===== config.mk =====
export PLATFORM = sky130hd
export DESIGN_NAME = way_sizer
export DESIGN_NICKNAME = d
export VERILOG_FILES = /design/src/rtl/way_sizer.sv
export SDC_FILE = /design/constraint.sdc
export NUM_CORES = 1
export LEC_CHECK = 0
export BUFFER_PORTS_ARGS = -buffer_cell sky130_fd_sc_hd__buf_2
export CAP_MARGIN = 25
export CORE_MARGIN = 3
export CORE_UTILIZATION = 47
export DETAILED_ROUTE_END_ITERATION = 6
export MAX_ROUTING_LAYER = met4
export PLACE_DENSITY_LB_ADDON = 0.05
export SYNTH_ARGS = -nofsm -noshare
export SYNTH_HDL_FRONTEND = slang
export SYNTH_SLANG_ARGS = --single-unit
export TNS_END_PERCENT = 5

===== constraint.sdc =====
create_clock -name clk -period 4.43 [get_ports clk]
set_input_delay 0.2215 -clock clk [delete_from_list [all_inputs] [get_ports clk]]
set_output_delay 0.2215 -clock clk [all_outputs]
set_load 0.05 [all_outputs]

===== src/rtl/way_sizer.sv =====
module way_sizer #(
  parameter int NWAYS = 16,
  parameter int RESW  = 16,
  parameter int IVLW  = 8,
  localparam int CW   = $clog2(NWAYS + 1)
) (
  input  logic             clk,
  input  logic             rst_n,
  input  logic             shrink_req,
  input  logic             wake,
  input  logic             deep_state,
  input  logic [CW-1:0]    step_ways,
  input  logic [RESW-1:0]  resid_cycles,
  input  logic [IVLW-1:0]  grow_ivl,
  input  logic             flush_done,
  output logic [NWAYS-1:0] way_en,
  output logic [NWAYS-1:0] flush_req,
  output logic             empty
);

  logic            busy, wk, grow_tick;
  logic [CW-1:0]   cnt, n_q, n_eff, lo, step_sat;
  logic [RESW-1:0] res;
  logic [IVLW-1:0] g, ivl;

  assign step_sat  = (step_ways == '0) ? CW'(1) :
                     (step_ways > CW'(NWAYS)) ? CW'(NWAYS) : step_ways;
  assign n_eff     = (n_q < cnt) ? n_q : cnt;
  assign lo        = cnt - n_eff;
  assign ivl       = (grow_ivl == '0) ? IVLW'(1) : grow_ivl;
  assign grow_tick = ({1'b0, g} + 1'b1) >= {1'b0, ivl};
  assign empty     = (cnt == '0);

  for (genvar i = 0; i < NWAYS; i++) begin : g_way
    assign way_en[i]    = CW'(i) < cnt;
    assign flush_req[i] = busy && (CW'(i) >= lo) && (CW'(i) < cnt);
  end

  always_ff @(posedge clk) begin
    if (!rst_n) begin
      busy <= 1'b0;
      wk   <= 1'b0;
      cnt  <= CW'(NWAYS);
      n_q  <= CW'(1);
      res  <= '0;
      g    <= '0;
    end else if (busy) begin
      res <= '0;
      g   <= '0;
      wk  <= wk | wake;
      if (flush_done) begin
        cnt <= lo;
        if (lo == '0 || wk || wake) busy <= 1'b0;
      end
    end else if (shrink_req && cnt != '0) begin
      busy <= 1'b1;
      n_q  <= step_sat;
      wk   <= 1'b0;
      res  <= '0;
      g    <= '0;
    end else if (deep_state) begin
      res <= '0;
      g   <= '0;
    end else if (res < resid_cycles) begin
      res <= res + 1'b1;
      g   <= '0;
    end else if (cnt < CW'(NWAYS)) begin
      if (grow_tick) begin
        cnt <= cnt + 1'b1;
        g   <= '0;
      end else begin
        g <= g + 1'b1;
      end
    end else begin
      g <= '0;
    end
  end

  p_flush_within_en_r2: assert property (@(posedge clk) disable iff (!rst_n)
    (flush_req & ~way_en) == '0);

  p_hold_until_ack_r2: assert property (@(posedge clk) disable iff (!rst_n)
    (busy && !flush_done) |=> (cnt == $past(cnt)));

  p_empty_settled_r4: assert property (@(posedge clk) disable iff (!rst_n)
    empty |-> (!busy && flush_req == '0));

  p_no_grow_deep_r5: assert property (@(posedge clk) disable iff (!rst_n)
    deep_state |=> (cnt <= $past(cnt)));

  p_grow_by_one_r6: assert property (@(posedge clk) disable iff (!rst_n)
    !busy |=> (int'(cnt) <= int'($past(cnt)) + 1));

  p_empty_shrink_ignored_r8: assert property (@(posedge clk) disable iff (!rst_n)
    (!busy && empty && shrink_req) |=> !busy);

endmodule


Yosys cells after proc, flatten, opt, wreduce, memory -nomap -nowiden:

Cells that the tools add are included.

* register bits: 36
* word-level logic and storage cells: 120
* output and inout bits: 33

* muxes and demuxes: 17
* order comparisons: 37
* eq/ne operators: 4
* $add $sub $neg: 5
* reductions and logical operators: 47
* bitwise gates (word level): 4

Operators with widths (number)
* 2-to-1 mux 5 bit: 10
* >= comparator 4 x 5 -> 1 bit (first input constant): 8
* < comparator 4 x 5 -> 1 bit (first input constant): 8
* logical AND 1 bit: 33
* >= comparator 3 x 5 -> 1 bit (first input constant): 4
* < comparator 3 x 5 -> 1 bit (first input constant): 4
* adder 16 x 1 -> 16 bit (second input constant): 1
* < comparator 16 bit: 1
* logical NOT 5 bit: 3
* >= comparator 1 x 5 -> 1 bit (first input constant): 2
* >= comparator 2 x 5 -> 1 bit (first input constant): 2
* < comparator 1 x 5 -> 1 bit (first input constant): 2
* < comparator 2 x 5 -> 1 bit (first input constant): 2
* adder 8 x 1 -> 9 bit (second input constant): 1
* >= comparator 9 x 8 -> 1 bit: 1
* adder 8 x 1 -> 8 bit (second input constant): 1
* logical NOT 8 bit: 1
* 2-to-1 mux 8 bit: 1
* OR reduction 7 bit: 1
* 2-to-1 mux 1 bit: 6
* != test 2 bit (second input constant): 3
* AND reduction 6 bit: 1
* nonzero test 2 bit: 3
* adder 5 x 1 -> 5 bit (second input constant): 1
* 11 further kinds: 14

Logic depth before layout (Yosys ltp):

Gate-level depths: netlist of the first run.

* depth in word-level cells: 9
* gate-level depth with buffers: 17
* gate-level depth less buffers: 16

Worst setup path before layout of the first run:

OpenSTA, ideal clock, no wires.

* path type: register to output
* from: register cnt[1]
* to: output flush_req[0]
* path buffers: 1
* data required time: 4.208 ns
* slack: -0.206 ns
* arrival: 4.415 ns
* stages on the path, launching flop included: 18
* cells stage by stage: dfxtp_1 -> clkbuf_1 -> inv_1 -> ha_1 -> nand2_1 -> o21ai_0 -> nand3_1 -> nand2_1 -> mux2_2 -> ha_1 -> fa_1 -> inv_1 -> a21o_1 -> a21oi_1 -> xnor2_1 -> and2_1 -> nand3_1 -> nor3b_1

* word-level cells in the longest chain between the ends: 6
* elaborated cells on any way between the ends: 7

RTL lines
* start, declared: RTL line 22 `logic [CW-1:0] cnt, n_q, n_eff, lo, step_sat;`
* start signal, assigned: RTL line 43 `cnt <= CW'(NWAYS);`
* start signal, assigned: RTL line 52 `cnt <= lo;`
* start signal, assigned: RTL line 69 `cnt <= cnt + 1'b1;`
* < comparator 5 bit: RTL line 28 `assign n_eff = (n_q < cnt) ? n_q : cnt;`
* 2-to-1 mux 5 bit: RTL line 28
* subtractor 5 bit: RTL line 29 `assign lo = cnt - n_eff;`
* >= comparator 1 x 5 -> 1 bit: RTL line 36 `assign flush_req[i] = busy && (CW'(i) >= lo) && (CW'(i) < cnt);`
* logical AND 1 bit: RTL line 36
* logical AND 1 bit *: RTL line 36
* end, declared: RTL line 17 `output logic [NWAYS-1:0] flush_req,`

Mark *: on every way between the ends. The rest lies on a longest branch, timed or not.

Worst setup path in the final report of the first run:

* from: register cnt[1]
* to: output flush_req[6]

* word-level cells in the longest chain between the ends: 6
* elaborated cells on any way between the ends: 7

RTL lines (RTL line)
* < comparator 5 bit: 28
* 2-to-1 mux 5 bit: 28
* subtractor 5 bit: 29
* >= comparator 3 x 5 -> 1 bit: 36
* logical AND 1 bit: 36
* logical AND 1 bit *: 36

Marked as above.

==> flow_summary.toml, run 1 <==
[synthesis]
synthArstFlopShare_pct = 0
synth_top_area_cell = "dfxtp_1"
synth_seq_cells = 36
syn_nets = 450
synthTopCellsByCount = "nand2_1, inv_1, dfxtp_1, ha_1, nor2_1"
synthTopCellsByArea = "dfxtp_1, ha_1, nand2_1, xnor2_1, inv_1"
seq_area_frac_synth_pct = 24.95
synth_top_area_share_pct = 24.95
ys_types = 55
postSynthCellCount = 379
ys_warn_count = 0
syn_area_mm2 = 0.002889
synth_edf_count = 0
synth_ff_type = "dfxtp_1"
avgSynthCellArea_um2 = 7.623
yosysMostFrequentCell = "nand2_1"

[place]
io_buffers = 67
dp.cells = 510
dpl.hpwl_um = 5512
place_ws_ns = 0.4240
gp_congestion = 0.9511

[power]
p_int_uw = 605.4
p_comb_share_pct = 47.6
p_sw_uw = 524.7
switching_share_pct = 46.43
power.leakage_uw = 0.001576
irDropWorstVdd_mv = 0.2226
finalPower_uw = 1130
power_density_mw_per_mm2 = 332.3
p_clk_share_pct = 21.1
seq_power_share_pct = 31.3

[worst_setup_path]
cp_data_arrival_time_ns = 3.95
cp-end-kind = "output port"
cp.required_ns = 4.21
criticalPathCategory = "reg2out"
path_max_fanout = 6
start_kind = "flip-flop"

[floorplanning]
die_x_um = 84.40
io_pins = 68
rows = 27
core_area_mm2 = 0.005709
dieArea_mm2 = 0.007123
initial_core_util_pct = 50.60
die_h_um = 84.40

[grt]
track_usage_pct = 20.78
antenna_found_initial = 0
grt_start_max_net_pins = 21
grt_pass1_wl_um = 11940
grt_pass1_vias = 2557
grt-ovfl-total = 0

[clocking]
clk-insertion-delay-late_ns = 0.30
clk_pin_slew_worst_paths_ns = 0.07
h-tree-depth = 2
cts-buffers-inserted = 5
root_buffer = "clkbuf_8"
cts.hold.buffers_added = 0
cts_tree = "done"
clockBufferDepth = 2
cts_setup_buffers = 0
cts.sinks = 36

[timing]
final_hold_viol_count = 0
fmax_mhz = 239.7
worst_hold_slack_ns = 0.2013
tightest_slew_ns = 0.6910
finalSetupViolations = 0
period_minus_slack_ns = 4.172
finalClockSkew_ns = 0.01351
drv_slew = 0
fin_crit_sh_pct = 94.17
slew_headroom_pct = 53.87
setup_ws_ns = 0.2582

[route]
avgRoutedWirePerCell_um = 13.61
wirelength_um = 7051
route.vias.total = 2800
ant_nets = 0
dr.pass1.iters = 4
dr.first_iter.drc_count = 132
drc = 0
via_per_inst = 5.405

[cells_and_area]
final.fill_count = 564
syn2layout_area_growth_pct = 17.71
multi_input_area_mm2 = 0.001986
diodes = 0
regArea_um2 = 721.9
nNetsFinal = 516
final_util_pct = 59.57
layout-drive-gt1-share_pct = 21.52
instances_no_fill = 518

[hold_path]
hp-class = "in2reg"

[outcome]
status = "completed"

[run]
maxCapViolations = 0
[critical path, stage by stage (launching register included)]
cell and delay (ns):
dfxtp_1 0.33, inv_1 0.12, ha_1 0.30, nand2_1 0.04
o21ai_1 0.15, nand3_1 0.10, nand2_1 0.17, mux2_2 0.36
ha_1 0.20, fa_1 0.44, inv_1 0.08, a21o_1 0.11
a21oi_1 0.09, xnor2_2 0.21, and2_1 0.22, nand2_1 0.13
a221oi_1 0.28, buf_2 0.32
[placed cells by master (no fill, tap or decap), types with 14 or more instances in the layout]
cell type  Yosys  routed
a21oi_1       28      28
dfxtp_1       36      35
buf_2          3      64
o21ai_0       18      17
ha_1          35      35
xnor2_1       18      17
nand3_1       14      14
inv_1         40      40
nor2_1        33      33
nand2_1       45      45
[flip-flops by register name, indices dropped and copies added (netlist names)]
name and count:
res 16, g 8, cnt 5, n_q 5
busy 1, wk 1
[logic make-up (layout without fill, tap and decap cells)]
| kind of cell | after synthesis | after routing | synth area share (%) |
|---|---|---|---|
| AND/OR/NAND/NOR | 151 | 151 | 26.42 |
| multiplexers | 5 | 5 | 1.819 |
| flip-flops | 36 | 36 | 24.95 |
| adder cells (fa/ha/maj) | 36 | 36 | 15.85 |
| XOR/XNOR | 24 | 24 | 7.276 |
| buffers and inverters | 51 | 118 | 7.146 |
| AO/OA/AOI/OAI | 76 | 76 | 16.54 |
[what timing repair did]
item / CTS / global route
endpoints found under the setup margin: 0 / 9
resized for setup: 0 / 10
endpoints found under the hold margin: 0 / 0
[per-layer routing]
metal,part of all wire (%),up-vias,GRT usage [%]
met3,6.3,17,3.827
met4,2.2,0,6.043
met5,0,-,-
li1,-,1441,-
met2,45,92,32.35
met1,46,1250,27.57
[metrics by stage]
stage	setup TNS (ns)	cell area [um^2]
after floorplan	-0.8261	2889
after global placement	0	3281
after detailed placement	0	3281
after CTS	0	3368
after global routing	-0.03285	3401
final	0	3401
[final timing paths]
check | startpoint | end | slack [ns] | cells after the start
hold reg to reg | n_q[2] | n_q[2] | 0.48 | 2
setup / recovery | cnt[1] | flush_req[6] | 0.26 | 17
setup reg to reg | cnt[1] | busy | 1.00 | 16
hold / removal | wake | wk | 0.20 | 3
[power groups by stage]
stage	logic (uW)	clock network, uW	registers, uW
final	538	238	354
after global routing	581	258	356
after CTS	521	246	353
after floorplan	415	0	348
after detailed placement	520	0	361
after global placement	520	0	360
[final cells by class]
class                           count  share of cell area, %
Multi-Input combinational cell    292                  58.39
Sequential cell                    36                  21.23
Timing Repair Buffer               70                  10.74
Inverter                           40                  4.415
Tap cell                           72                  2.649
Clock buffer                        5                  2.024
Clock inverter                      3                 0.5519
No activity file was read; power rests on OpenSTA's default activity.
==> inputs of run 2 (changes only) <==
RECOVER_POWER = 100   (was unset)
SKIP_CTS_REPAIR_TIMING = 1   (was unset)
==> run 2 against run 1 <==
Effect of this change: cell area is 1.6% lower; wire length grew 0.35%; die area is the same; fmax fell by 0.18%; via count grew 1.3%; hold slack worse by 0.0023 ns; register-to-register slack barely moved; clock-buffer cell count stayed put; first-iteration DRC count up 17%; global-route usage did not move; critical path type unchanged.
==> flow_summary.toml, run 2 (synthesized netlist as in run 1, its figures left out) <==
[grt]
grt_start_max_net_pins = 21
track_usage_pct = 20.78
grt_pass1_wl_um = 11940
grt-ovfl-total = 0
grt_pass1_vias = 2557
antenna_found_initial = 0

[power]
power_density_mw_per_mm2 = 335.5
irDropWorstVdd_mv = 0.2207
power.leakage_uw = 0.001514

[worst_setup_path]
critPathCapture = "flush_req[6]"
criticalPathCategory = "reg2out"
cp_data_arrival_time_ns = 3.96
cp-end-kind = "output port"
cp.required_ns = 4.21
start_kind = "flip-flop"
r2r_start = "cnt[1]"
setup.worst_path.start = "cnt[1]"
r2r-end = "busy"
path_max_fanout = 6
rr_worst_depth = 16
rrSetupSlack_ns = 1.01

[cells_and_area]
layout_common_cells = "nand2_1, inv_1, buf_2"
largest-register = "res"
final_common_cell = "nand2_1"
top_regs = "res x16, g x8"
layout-drive-gt1-share_pct = 16.59
nNetsFinal = 516
final_cell_area_mm2 = 0.003346
diodes = 0
largest_reg_flops = 16
syn2layout_area_growth_pct = 15.81

[clocking]
cts-buffers-inserted = 5
cts_tree = "done"
root_buffer = "clkbuf_8"
cts.sinks = 36
clockBufferDepth = 2
h-tree-depth = 2
clk-insertion-delay-late_ns = 0.30
clk_pin_slew_worst_paths_ns = 0.07

[route]
ant_nets = 0
route.vias.total = 2836
via_per_inst = 5.475
drc = 0
dr.pass1.iters = 7
dr.first_iter.drc_count = 154
wirelength_um = 7076
avgRoutedWirePerCell_um = 13.66

[floorplanning]
dieArea_mm2 = 0.007123
initial_core_util_pct = 50.60
die_h_um = 84.40
io_pins = 68
rows = 27
core_area_mm2 = 0.005709
die_x_um = 84.40

[place]
io_buffers = 67
gp_congestion = 0.9511
place_ws_ns = 0.4240
placedInstanceArea_mm2 = 0.003281
dpl.hpwl_um = 5512

[timing]
finalSetupViolations = 0
tightest_slew_ns = 0.8325
drv_slew = 0
slew_headroom_pct = 44.07
fin_crit_sh_pct = 94.34
setup_ws_ns = 0.2508
fmax_mhz = 239.3
finalClockSkew_ns = 0.01382
period_minus_slack_ns = 4.179
final_hold_viol_count = 0

[run]
maxCapViolations = 0

[hold_path]
hp-class = "in2reg"

[outcome]
status = "completed"
==> run 2: worst max-delay path, cell delays in order, from the launching register on <==
cell	delay [ns]
dfxtp_1	0.33
inv_1	0.12
ha_1	0.30
nand2_1	0.04
o21ai_1	0.15
nand3_1	0.10
nand2_1	0.17
mux2_2	0.36
ha_1	0.20
fa_1	0.44
inv_1	0.08
a21o_1	0.11
a21oi_1	0.09
xnor2_2	0.21
and2_1	0.22
nand2_1	0.13
a221oi_1	0.29
buf_2	0.33
==> run 2: area by class of cell <==
class                   count  area (um^2)
flip-flops and latches     36        721.9
well taps                  72        90.09
fillers                   577         2364
multi-input cells         292         1956
repair buffers             70        340.3
clock buffers               5        68.82
clock inverters             3        18.77
inverters                  40        150.1
==> run 2: where the power goes <==
part | internal, uW | total (uW) | switching (uW)
Clock | 110 | 239 | 129
Sequential | 334 | 353 | 19.3
Combinational | 154 | 531 | 377
Total | 598 | 1120 | 525
==> run 2: per-layer routing <==
| layer | wire length, um | vias up | GRT usage (%) | part of all wire, % |
|---|---|---|---|---|
| li1 | - | 1438 | - | - |
| met2 | 3194 | 107 | 32.35 | 45 |
| met4 | 153 | 0 | 6.043 | 2.2 |
| met5 | 0 | - | - | 0 |
| met3 | 475 | 15 | 3.827 | 6.7 |
| met1 | 3252 | 1276 | 27.57 | 46 |
==> run 2: through the flow <==
| step | TNS, ns | util, % | hold WS [ns] | cells | power, uW |
|---|---|---|---|---|---|
| floorplan | -0.8261 | - | 0.3575 | 379 | 762.8 |
| global placement | 0 | 57.46 | 0.4559 | 510 | 880.1 |
| detailed placement | 0 | 57.46 | 0.4703 | 510 | 880.1 |
| CTS | 0 | 59.00 | 0.1852 | 518 | 1120 |
| global route | -0.03286 | 58.60 | 0.2005 | 518 | 1188 |
| finish | 0 | 58.60 | 0.1990 | 518 | 1123 |
==> run 2: worst min path at each step <==
stage	from	end	slack, ns	cells past startpoint
2_1_floorplan	step_ways[4]	n_q[4]	0.36	2
3_3_place_gp	g[0]	g[0]	0.46	1
3_5_place_dp	g[0]	g[0]	0.47	1
4_1_cts	wake	wk	0.19	3
5_1_grt	wake	wk	0.20	3
6_report	wake	wk	0.20	3
==> inputs of run 3 (changes only) <==
==> constraint.sdc (replaced) <==
create_clock -name clk -period 4.43 [get_ports clk]
set_input_delay 0.443 -clock clk [delete_from_list [all_inputs] [get_ports clk]]
set_output_delay 0.443 -clock clk [all_outputs]
set_load 0.05 [all_outputs]
==> run 3 against run 2 <==
Effect of this change: critical path depth stayed put; utilization grew 0.20 points; first-iteration DRC count down 4.5%; clock-buffer cell count did not move; total power up 1.4%; sequential share of layout area about the same; flip-flop and latch count unchanged; highest routed layer unchanged.
==> flow_summary.toml, run 3 (synthesized netlist as in run 1, its figures left out) <==
[cells_and_area]
largest-register = "res"
syn2layout_area_growth_pct = 16.20
diodes = 0
final_common_cell = "nand2_1"
layout_common_cells = "nand2_1, inv_1, buf_2"
final.fill_count = 578
nNetsFinal = 518
largest_reg_flops = 16
instances_no_fill = 520
layout-drive-gt1-share_pct = 17.19
top_regs = "res x16, g x8"
final_util_pct = 58.80

[floorplanning]
dieArea_mm2 = 0.007123
die_h_um = 84.40
core_area_mm2 = 0.005709
die_x_um = 84.40
rows = 27
initial_core_util_pct = 50.60
io_pins = 68

[worst_setup_path]
r2r_start = "cnt[2]"
path_max_fanout = 5
criticalPathCategory = "reg2out"
rrSetupSlack_ns = 0.95
slowest_delay_ns = 0.43
cp.required_ns = 3.99
start_kind = "flip-flop"
cp-end-kind = "output port"
critical_path.cell_chain = "inv_1 -> ha_1 -> nand2_1 -> o21ai_1 -> nand3_1 -> nand2_2 -> mux2_2 -> ha_1 -> fa_1 -> inv_1 -> a21o_1 -> a21oi_1 -> xnor2_1 -> buf_4 -> and2_1 -> and3_1 -> clkbuf_2"
cpMaxStageDelayCell = "fa_1"
setup.worst_path.start = "cnt[2]"
rr_worst_depth = 13
r2r-end = "cnt[2]"
cp_data_arrival_time_ns = 3.75

[clocking]
clk-insertion-delay-late_ns = 0.30
clk_pin_slew_worst_paths_ns = 0.07
h-tree-depth = 2
cts.sinks = 36
clockBufferDepth = 2
cts-buffers-inserted = 5
cts_tree = "done"
root_buffer = "clkbuf_8"

[timing]
fmax_mhz = 238.3
fin_crit_sh_pct = 94.73
final_hold_viol_count = 0
tns_ns = 0
drv_slew = 0
tightest_slew_ns = 0.8245
slew_headroom_pct = 44.61
rsz0062_at_grt = "no"
finalClockSkew_ns = 0.01022
period_minus_slack_ns = 4.196
finalSetupViolations = 0
setup_ws_ns = 0.2335

[place]
gp_congestion = 0.9123
place_ws_ns = 0.3307
io_buffers = 67
dp.cells = 512
dpl.hpwl_um = 5639

[power]
power_density_mw_per_mm2 = 339.2
seq_power_share_pct = 31.0
p_comb_share_pct = 48.3
irDropWorstVdd_mv = 0.2277
p_clk_share_pct = 20.7
p_sw_uw = 528.7
p_int_uw = 610.1
power.leakage_uw = 0.001522
switching_share_pct = 46.43

[route]
via_per_inst = 5.421
route.vias.total = 2819
dr.first_iter.drc_count = 147
wirelength_um = 7093
avgRoutedWirePerCell_um = 13.64
drc = 0
dr.pass1.iters = 4
ant_nets = 0

[grt]
grt-ovfl-total = 0
grt_pass1_vias = 2586
antenna_found_initial = 0
grt_pass1_wl_um = 11870
track_usage_pct = 20.85
grt_start_max_net_pins = 21

[hold_path]
min_from = "wake"
hold_depth = 3
hp-class = "in2reg"
hold_end = "wk"

[run]
maxCapViolations = 0

[outcome]
status = "completed"
## run 3: per-stage QoR
stage	hold slack [ns]	power, uW	instance area [um^2]
floorplan	0.4334	762.8	2889
global placement	0.4562	894.2	3296
detailed placement	0.4636	897.3	3296
CTS	0.4068	1138	3383
global route	0.4188	1209	3357
finish	0.4175	1139	3357
## run 3: how the worst max path moves through the flow
stage,to,cells after the start
after floorplan,flush_req[0],17
after global placement,flush_req[0],15
after detailed placement,flush_req[4],15
after CTS,flush_req[4],15
after global routing,flush_req[0],17
final,flush_req[12],17
## run 3: cell type report
| cell class | count | area (um^2) | share of cell area, % |
|---|---|---|---|
| clock buffers | 5 | 68.82 | 2.050 |
| clock inverters | 3 | 18.77 | 0.5591 |
| inverters | 40 | 150.1 | 4.473 |
| multi-input cells | 292 | 1946 | 57.96 |
| flip-flops and latches | 36 | 724.4 | 21.58 |
| well taps | 72 | 90.09 | 2.684 |
| repair buffers | 72 | 359.1 | 10.70 |
## run 3: power by group through the flow
stage	sequential (uW)	combinational (uW)	clock, uW
finish	353	550	236
floorplan	348	415	0
global route	356	594	259
CTS	353	539	247
detailed placement	360	537	0
global placement	360	534	0
## run 3: metal layers
layer | vias up | track usage (%) | wire (um)
met3 | 7 | 3.729 | 359
met2 | 71 | 34.07 | 3439
met5 | - | - | 0
met1 | 1294 | 26.62 | 3215
met4 | 0 | 5.468 | 78
li1 | 1447 | - | -
## run 3: worst max-delay path: cells and delay by family, from the launching register on
| kind | cells | cell delay, ns |
|---|---|---|
| buffers and inverters | 4 | 0.59 |
| AO/OA/AOI/OAI | 3 | 0.36 |
| XOR/XNOR | 1 | 0.19 |
| multiplexers | 1 | 0.35 |
| flip-flops | 1 | 0.33 |
| AND/OR/NAND/NOR | 5 | 0.69 |
| adder cells (fa/ha/maj) | 3 | 0.94 |
